File: config.mk
export PLATFORM = sky130hd
export DESIGN_NAME = csum16_accum
export DESIGN_NICKNAME = d
export VERILOG_FILES = /design/src/rtl/csum_pkg.sv /design/src/rtl/csum_oc_add.sv /design/src/rtl/csum_core.sv /design/src/rtl/csum_resp.sv /design/src/rtl/csum16_accum.sv
export SDC_FILE = /design/constraint.sdc
export NUM_CORES = 1
export LEC_CHECK = 0
export ABC_AREA = 1
export BUFFER_PORTS_ARGS = -buffer_cell sky130_fd_sc_hd__buf_2
export CORE_UTILIZATION = 46
export DETAILED_ROUTE_END_ITERATION = 8
export PLACE_DENSITY = 0.66
export REMOVE_ABC_BUFFERS = 1
export SLEW_MARGIN = 10
export SYNTH_ARGS = -nofsm -noshare
export SYNTH_HDL_FRONTEND = slang
export SYNTH_SLANG_ARGS = --single-unit
File: constraint.sdc
create_clock -name clk -period 10.2 [get_ports clk]
set_input_delay 0.51 -clock clk [delete_from_list [all_inputs] [get_ports clk]]
set_output_delay 0.51 -clock clk [all_outputs]
set_load 0.02 [all_outputs]
File: src/rtl/csum_pkg.sv
package csum_pkg;
  typedef enum logic [1:0] {
    CMD_CLEAR = 2'd0,
    CMD_ADD   = 2'd1,
    CMD_SUB   = 2'd2,
    CMD_READ  = 2'd3
  } csum_cmd_e;
endpackage

File: src/rtl/csum_oc_add.sv
// Ones-complement adder: binary sum, then the carry out is folded into bit 0.
module csum_oc_add #(
  parameter int W = 16
) (
  input  logic [W-1:0] a,
  input  logic [W-1:0] b,
  output logic [W-1:0] y
);
  localparam int RW = W + 1;
  logic [RW-1:0] raw;

  assign raw = {1'b0, a} + {1'b0, b};
  // A second carry cannot occur: max low part after a carry is all-ones minus one.
  assign y = raw[W-1:0] + {{(W-1){1'b0}}, raw[W]};
endmodule

File: src/rtl/csum_core.sv
module csum_core
  import csum_pkg::*;
#(
  parameter int W = 16
) (
  input  logic          clk,
  input  logic          rst_n,
  input  logic          fire,
  input  csum_cmd_e     cmd,
  input  logic [W-1:0]  data,
  output logic [W-1:0]  acc
);
  logic [W-1:0] acc_r;
  logic [W-1:0] operand;
  logic [W-1:0] sum;

  // Removal reuses the adder by feeding the complemented word.
  assign operand = (cmd == CMD_SUB) ? ~data : data;

  csum_oc_add #(.W(W)) u_add (
    .a (acc_r),
    .b (operand),
    .y (sum)
  );

  always_ff @(posedge clk) begin
    if (!rst_n) begin
      acc_r <= '0;
    end else if (fire) begin
      case (cmd)
        CMD_CLEAR:        acc_r <= '0;
        CMD_ADD, CMD_SUB: acc_r <= sum;
        default:          acc_r <= acc_r;
      endcase
    end
  end

  assign acc = acc_r;
endmodule

File: src/rtl/csum_resp.sv
// Single-entry result register with hold under back-pressure.
module csum_resp #(
  parameter int W = 16
) (
  input  logic          clk,
  input  logic          rst_n,
  input  logic          load,
  input  logic [W-1:0]  acc,
  input  logic          out_ready,
  output logic          out_valid,
  output logic [W-1:0]  out_data
);
  always_ff @(posedge clk) begin
    if (!rst_n) begin
      out_valid <= 1'b0;
      out_data  <= '0;
    end else if (load) begin
      out_valid <= 1'b1;
      out_data  <= ~acc;
    end else if (out_ready) begin
      out_valid <= 1'b0;
    end
  end
endmodule

File: src/rtl/csum16_accum.sv
module csum16_accum
  import csum_pkg::*;
#(
  parameter int W = 16
) (
  input  logic          clk,
  input  logic          rst_n,
  input  logic          cmd_valid,
  output logic          cmd_ready,
  input  logic [1:0]    cmd_code,
  input  logic [W-1:0]  cmd_data,
  output logic          res_valid,
  input  logic          res_ready,
  output logic [W-1:0]  res_data
);
  csum_cmd_e    cmd_e;
  logic         fire;
  logic         rd_fire;
  logic [W-1:0] acc_q;

  assign cmd_e     = csum_cmd_e'(cmd_code);
  assign cmd_ready = !res_valid || res_ready;
  assign fire      = cmd_valid && cmd_ready;
  assign rd_fire   = fire && (cmd_e == CMD_READ);

  csum_core #(.W(W)) u_core (
    .clk   (clk),
    .rst_n (rst_n),
    .fire  (fire),
    .cmd   (cmd_e),
    .data  (cmd_data),
    .acc   (acc_q)
  );

  csum_resp #(.W(W)) u_resp (
    .clk       (clk),
    .rst_n     (rst_n),
    .load      (rd_fire),
    .acc       (acc_q),
    .out_ready (res_ready),
    .out_valid (res_valid),
    .out_data  (res_data)
  );
endmodule

# Yosys cells after proc, flatten, opt, wreduce, memory -nomap -nowiden
# Index checks and enable logic that the tools add are counted.
totals:
  reg_bits: 33
  inputBits: 22
  output_inout_bits: 18
op_classes:
  add_sub_neg: 2
  n_eq_ne: 3
  n_mux: 4
  n_bitwise: 2
  n_reduce_logical: 9
ops:
  columns: ["cell", "count"]
  rows:
  - ["$not 16->16", 2]
  - ["$pmux 16 s2", 1]
  - ["$add 16x16->17", 1]
  - ["$add 16x1->16", 1]
  - ["$mux 16", 1]
  - ["$eq 2x2->1 const B", 2]
  - ["$reduce_bool 2->1", 2]
  - ["$eq 2x1->1 const B", 1]
  - ["$logic_and 1x1->1", 2]
  - ["$logic_not 2->1", 1]
  - ["$mux 1", 2]
  - ["$reduce_and 2->1", 1]
  - ["$reduce_or 2->1", 1]
  - ["$logic_not 1->1", 1]
  - ["$logic_or 1x1->1", 1]

# Longest topological paths before layout
depth:
  word_depth: 5
  ltp_mapped: 27
  mapped_depth_nobuf: 26

# Hierarchy
# Synthesis repeated with hierarchy kept, for this count alone.
unflattened:
  cells_unflattened: 540
  area_unflattened_um2: 3233.1
modules_own_cells:
  columns: ["mod", "instances", "cells_per_inst", "area_each_um2"]
  rows:
  - ["csum_oc_add", 1, 284, 1521.5]
  - ["csum_core", 1, 158, 1016.0]
  - ["csum_resp", 1, 92, 665.6]
  - ["csum16_accum", 1, 6, 30.0]

# Worst setup path before layout
# OpenSTA, ideal clock, no wires.
synth_path:
  path_kind: "in2reg"
  start: "input port cmd_code[0]"
  end: "register u_core.acc_r[15] (netlist: u_core.acc[15])"
  setup_ns: 0.066
  arrival_ns: 3.700
  t_required_ns: 10.134
  slack_ns: 6.434
  cell_stages: 27
  n_path_buf: 2
  cell_sequence: "inv_1 -> ha_1 -> clkbuf_1 -> buf_2 -> xor2_1 -> ha_1 -> nand2_1 -> nor2_1 -> nand2_1 -> nand3_1 -> nand2_1 -> nand2_1 -> a21oi_1 -> o21bai_1 -> ha_1 -> nand2_1 -> nor2_4 -> nand3_2 -> nor2_2 -> nand2_2 -> nor2_4 -> nand2_4 -> nor2_4 -> nand2_1 -> nand2_1 -> nand3_2 -> a21oi_2"
synth_between:
  elab_chain_cells: 5
synth_lines:
  columns: ["element", "line", "source"]
  rows:
  - ["start, declared", "csum16_accum.sv:10", "input logic [1:0] cmd_code,"]
  - ["$eq 2x2->1", "csum_core.sv:18, csum_core.sv:30", null]
  - ["$mux 16", "csum_core.sv:18", "assign operand = (cmd == CMD_SUB) ? ~data : data;"]
  - ["$add 16x16->17", "csum_oc_add.sv:12", "assign raw = {1'b0, a} + {1'b0, b};"]
  - ["$add 16x1->16", "csum_oc_add.sv:14", "assign y = raw[W-1:0] + {{(W-1){1'b0}}, raw[W]};"]
  - ["$pmux 16 s2", "csum_core.sv:30", "case (cmd)"]
  - ["end signal, assigned", "csum_core.sv:32", "CMD_ADD, CMD_SUB: acc_r <= sum;"]
  - ["end signal, assigned", "csum_core.sv:33", "default: acc_r <= acc_r;"]
  - ["end, declared", "csum_core.sv:13", "logic [W-1:0] acc_r;"]
# Several ways; a longest one is shown, not always the timed one.
# A chain may end at the register's enable or synchronous reset.

# Final worst setup path
layout_path:
  start: "input port cmd_code[0]"
  end: "register u_core.acc_r[11] (netlist: u_core.acc[11])"
# Same word-level chain as after synthesis.

==> impl_results.html <==
<table>
<tr><th>Metric</th><th>Value</th></tr>
<tr><th colspan="2">Status</th></tr>
<tr><td>Run status</td><td>completed</td></tr>
<tr><th colspan="2">Place</th></tr>
<tr><td>Number of placed instances, taps included</td><td>between 500 and 600</td></tr>
<tr><td>Routability-driven placement congestion ratio</td><td>0.8934</td></tr>
<tr><td>Placed wire-length estimate</td><td>approximately 5300 um</td></tr>
<tr><td>Count of input and output buffers</td><td>39</td></tr>
<tr><td>Minimum setup slack after placement</td><td>around 5.5 ns</td></tr>
<tr><th colspan="2">Critical path</th></tr>
<tr><td>CP Launch Type</td><td>primary input</td></tr>
<tr><td>Top cell by count, worst path</td><td>nand2_1</td></tr>
<tr><td>Reg2Reg Setup Slack</td><td>just under 7 ns</td></tr>
<tr><td>Crit-path max cell delay</td><td>0.77 ns</td></tr>
<tr><td>CP endpoint kind</td><td>register</td></tr>
<tr><td>Worst path slowest cell</td><td>ha_1</td></tr>
<tr><td>Worst path required time</td><td>a little over 10 ns</td></tr>
<tr><td>Endpoint arrival time on the critical path</td><td>about 4.5 ns</td></tr>
<tr><td>CP Class</td><td>in2reg</td></tr>
<tr><td>Crit path buf inv count</td><td>4</td></tr>
<tr><td>Top Family by Delay on Critical Path</td><td>adder cells</td></tr>
<tr><td>Highest net fanout along the worst path</td><td>16</td></tr>
<tr><th colspan="2">Floorplanning</th></tr>
<tr><td>Number of top-level design ports</td><td>40</td></tr>
<tr><td>Core region area</td><td>between 0.005 and 0.006 mm2</td></tr>
<tr><td>Starting Density</td><td>0.4877</td></tr>
<tr><td>Die Wd</td><td>approximately 80 um</td></tr>
<tr><td>Height of the die</td><td>79.11 um</td></tr>
<tr><td>Site row count</td><td>27</td></tr>
<tr><td>DIE AREA</td><td>0.006258 mm2</td></tr>
<tr><th colspan="2">Logic synthesis</th></tr>
<tr><td>Mean cell area of the mapped netlist</td><td>approximately 6.2 um2</td></tr>
<tr><td>Primary flip-flop cell chosen by synthesis mapping</td><td>dfxtp_1</td></tr>
<tr><td>Post-synth cell types</td><td>28</td></tr>
<tr><td>Proportion of synthesized chip area in sequential cells</td><td>0.2415</td></tr>
<tr><td>#FFs+latches synth</td><td>33</td></tr>
<tr><td>Summed instance area of the synthesized netlist</td><td>around 0.0027 mm2</td></tr>
<tr><td>Synthesis warning total</td><td>0</td></tr>
<tr><td>Proportion of register bits with asynchronous set or reset after synthesis</td><td>0</td></tr>
<tr><td>Count of mapped cells out of synthesis</td><td>between 400 and 500</td></tr>
<tr><td>Count of flip-flops with a built-in enable after synthesis</td><td>0</td></tr>
<tr><th colspan="2">Drt</th></tr>
<tr><td>Via-per-instance ratio</td><td>slightly below 5</td></tr>
<tr><td>Via count</td><td>2739</td></tr>
<tr><td>DRT antenna net count</td><td>0</td></tr>
<tr><td>Pre-Repair DR Iteration Count</td><td>5</td></tr>
<tr><td>Average routed wire per standard cell</td><td>between 10 and 15 um</td></tr>
<tr><td>Initial DRC count</td><td>approximately 120</td></tr>
<tr><td>Total wirelength of the detailed-routed design</td><td>about 6500 um</td></tr>
<tr><td>DRC violations left</td><td>0</td></tr>
<tr><th colspan="2">Timing</th></tr>
<tr><td>Final slew viol count</td><td>0</td></tr>
<tr><td>Post-route setup TNS</td><td>0 ns</td></tr>
<tr><td>Crit path setup slack, layout</td><td>around 6 ns</td></tr>
<tr><td>RSZ-0062 raised after global routing</td><td>no</td></tr>
<tr><td>Setup skew after layout</td><td>~0.0026 ns</td></tr>
<tr><td>Part of the cycle the worst path needs</td><td>0.4276</td></tr>
<tr><td>Post-route minimum period</td><td>about 4.4 ns</td></tr>
<tr><td>Final hold violation count</td><td>0</td></tr>
<tr><td>Setup-failing EPs final</td><td>0</td></tr>
<tr><td>Maximum clock rate</td><td>between 0.2 and 0.25 GHz</td></tr>
<tr><td>Worst slew pin tran</td><td>between 0.9 and 1 ns</td></tr>
<tr><td>Worst Hold Margin</td><td>between 0.4 and 0.5 ns</td></tr>
<tr><td>Slew headroom</td><td>0.3629</td></tr>
<tr><th colspan="2">Final layout</th></tr>
<tr><td>Non-filler instance count after layout</td><td>554</td></tr>
<tr><td>Fill count</td><td>a little over 600</td></tr>
<tr><td>Fraction of final layout cells sized beyond drive strength 1</td><td>0.1266</td></tr>
<tr><td>Number of nets at the end of the flow</td><td>about 530</td></tr>
<tr><td>Number of inserted diodes</td><td>0</td></tr>
<tr><td>Area added between synthesis and finish</td><td>12.44%</td></tr>
<tr><th colspan="2">Global route</th></tr>
<tr><td>Number of antenna violations at the first check in global routing</td><td>0</td></tr>
<tr><td>Tot GR Track Use</td><td>0.2180</td></tr>
<tr><td>Total congestion overflow</td><td>0</td></tr>
<tr><td>Maximum number of pins on one net before global-route repair</td><td>34</td></tr>
<tr><td>Via count of the first global-routing pass</td><td>roughly 2400</td></tr>
<tr><td>First-pass GRT wire length</td><td>10760 um</td></tr>
<tr><th colspan="2">Clocking</th></tr>
<tr><td>Setup repair bufs after CTS</td><td>0</td></tr>
<tr><td>Root cell of the clock tree</td><td>clkbuf_8</td></tr>
<tr><td>CTS tree</td><td>done</td></tr>
<tr><td>Skew-Pair Late Insertion Delay</td><td>about 0.27 ns</td></tr>
<tr><td>Total CTS buffers</td><td>5</td></tr>
<tr><td>H-tree Lvls</td><td>2</td></tr>
<tr><td>Clock Sinks</td><td>33</td></tr>
<tr><td>Total of cells resized after clock tree synthesis</td><td>0</td></tr>
<tr><td>Hold-fix buffers at CTS</td><td>0</td></tr>
<tr><td>Clock input transition at the sequential cells of the worst setup and hold paths</td><td>0.06 ns</td></tr>
<tr><td>Max Buffers Root-to-Sink</td><td>2</td></tr>
<tr><th colspan="2">Pwr</th></tr>
<tr><td>Max VDD drop</td><td>81.65 uV</td></tr>
<tr><td>P per Cell Area</td><td>approximately 120 mW/mm2</td></tr>
<tr><td>P_leak</td><td>1.701 nW</td></tr>
<tr><th colspan="2">Hold path</th></tr>
<tr><td>Hold Crit Class</td><td>reg2reg</td></tr>
<tr><th colspan="2">Run</th></tr>
<tr><td>Max-cap violation count</td><td>0</td></tr>
</table>
state kept, by name (all words and copies together) (netlist names):
name,cells
u_resp.out_data,16
u_core.acc,16
u_resp.out_valid,1
layer usage:
layer | vias to the layer above | global-route usage | wire length (um)
li1 | 1469 | - | -
met1 | 1204 | 0.2739 | 3080
met2 | 60 | 0.3845 | 3073
met3 | 6 | 0.04138 | 258
met4 | 0 | 0.04545 | 89
met5 | - | 0 | 0
path summary, 6_finish.rpt:
check | start | endpoint | depth (start not counted)
hold / removal | u_core.acc[15] | u_resp.out_data[15] | 1
setup reg to reg | u_core.acc[0] | u_core.acc[11] | 22
setup / recovery | cmd_code[0] | u_core.acc[11] | 26
hold reg to reg | u_core.acc[15] | u_resp.out_data[15] | 1
final cells by class:
class,instances,area (um2),share of cell area
clock buffers,7,86.33,0.02807
inverters,66,247.7,0.08055
multi-input cells,337,1795,0.5838
flip-flops and latches,33,660.6,0.2148
well taps,72,90.09,0.02929
repair buffers,39,195.2,0.06347
worst reg2reg max path: stages (launching register included):
cell      delay (ns)
dfxtp_1         0.37
ha_1            0.24
inv_1           0.07
fa_1            0.40
inv_1           0.11
nand2_1         0.06
nand3_1         0.12
nand2_1         0.09
nand2_1         0.10
a21oi_1         0.07
o21bai_1        0.22
ha_1            0.18
nand2_1         0.11
nor2_4          0.14
nand3_2         0.10
nor2_2          0.12
nand2_2         0.10
nor2_4          0.16
nand2_4         0.08
nor2_1          0.13
nor2_1          0.05
o21ai_0         0.09
a21oi_1         0.09
where the power goes:
part	internal, mW	leakage [nW]	total, mW	switching (mW)
logic	0.0466	1.39	0.137	0.0908
clock network	0.0534	0.0443	0.0955	0.0420
registers	0.137	0.269	0.143	0.00666
total	0.237	1.70	0.376	0.139
cells by family (layout without fill, tap and decap cells):
| group | Yosys count | after routing | synth area share |
|---|---|---|---|
| flops | 33 | 33 | 0.2415 |
| simple gates | 230 | 230 | 0.3623 |
| compound gates | 66 | 66 | 0.1258 |
| buf+inv | 74 | 112 | 0.1020 |
| xor+xnor | 16 | 16 | 0.05124 |
| fa+ha+maj | 25 | 25 | 0.1171 |
cell usage after synthesis, types with 3 or more instances:
master | count | area share
clkbuf_1 | 7 | 0.0096
o21ai_0 | 22 | 0.040
nand3_1 | 32 | 0.059
a21oi_1 | 39 | 0.071
nor2_2 | 4 | 0.0091
inv_1 | 64 | 0.088
nand2_1 | 143 | 0.20
nand3_2 | 3 | 0.011
ha_1 | 24 | 0.11
nand4_1 | 3 | 0.0069
nor2_4 | 3 | 0.012
nor2_1 | 34 | 0.047
xor2_1 | 15 | 0.048
dfxtp_1 | 33 | 0.24
stage by stage:
step                      utilization  area, um2  total power, mW
final                          0.5484       3075           0.3763
after global routing           0.5484       3075           0.4075
after CTS                      0.5484       3075           0.3784
after detailed placement       0.5330       2989           0.2829
after global placement         0.5330       2989           0.2817
after floorplan                     -       2704           0.2473
layout by cell type (no fill, tap or decap), types with 4 or more instances in the layout:
cell and count:
nor2_2 4, dfxtp_1 33, o21ai_0 22, buf_2 39, clkbuf_8 6, nand3_1 32, inv_1 64, nand2_1 143
a21oi_1 39, xor2_1 15, ha_1 24, nor2_1 34
No activity file was read; power rests on OpenSTA's default activity.
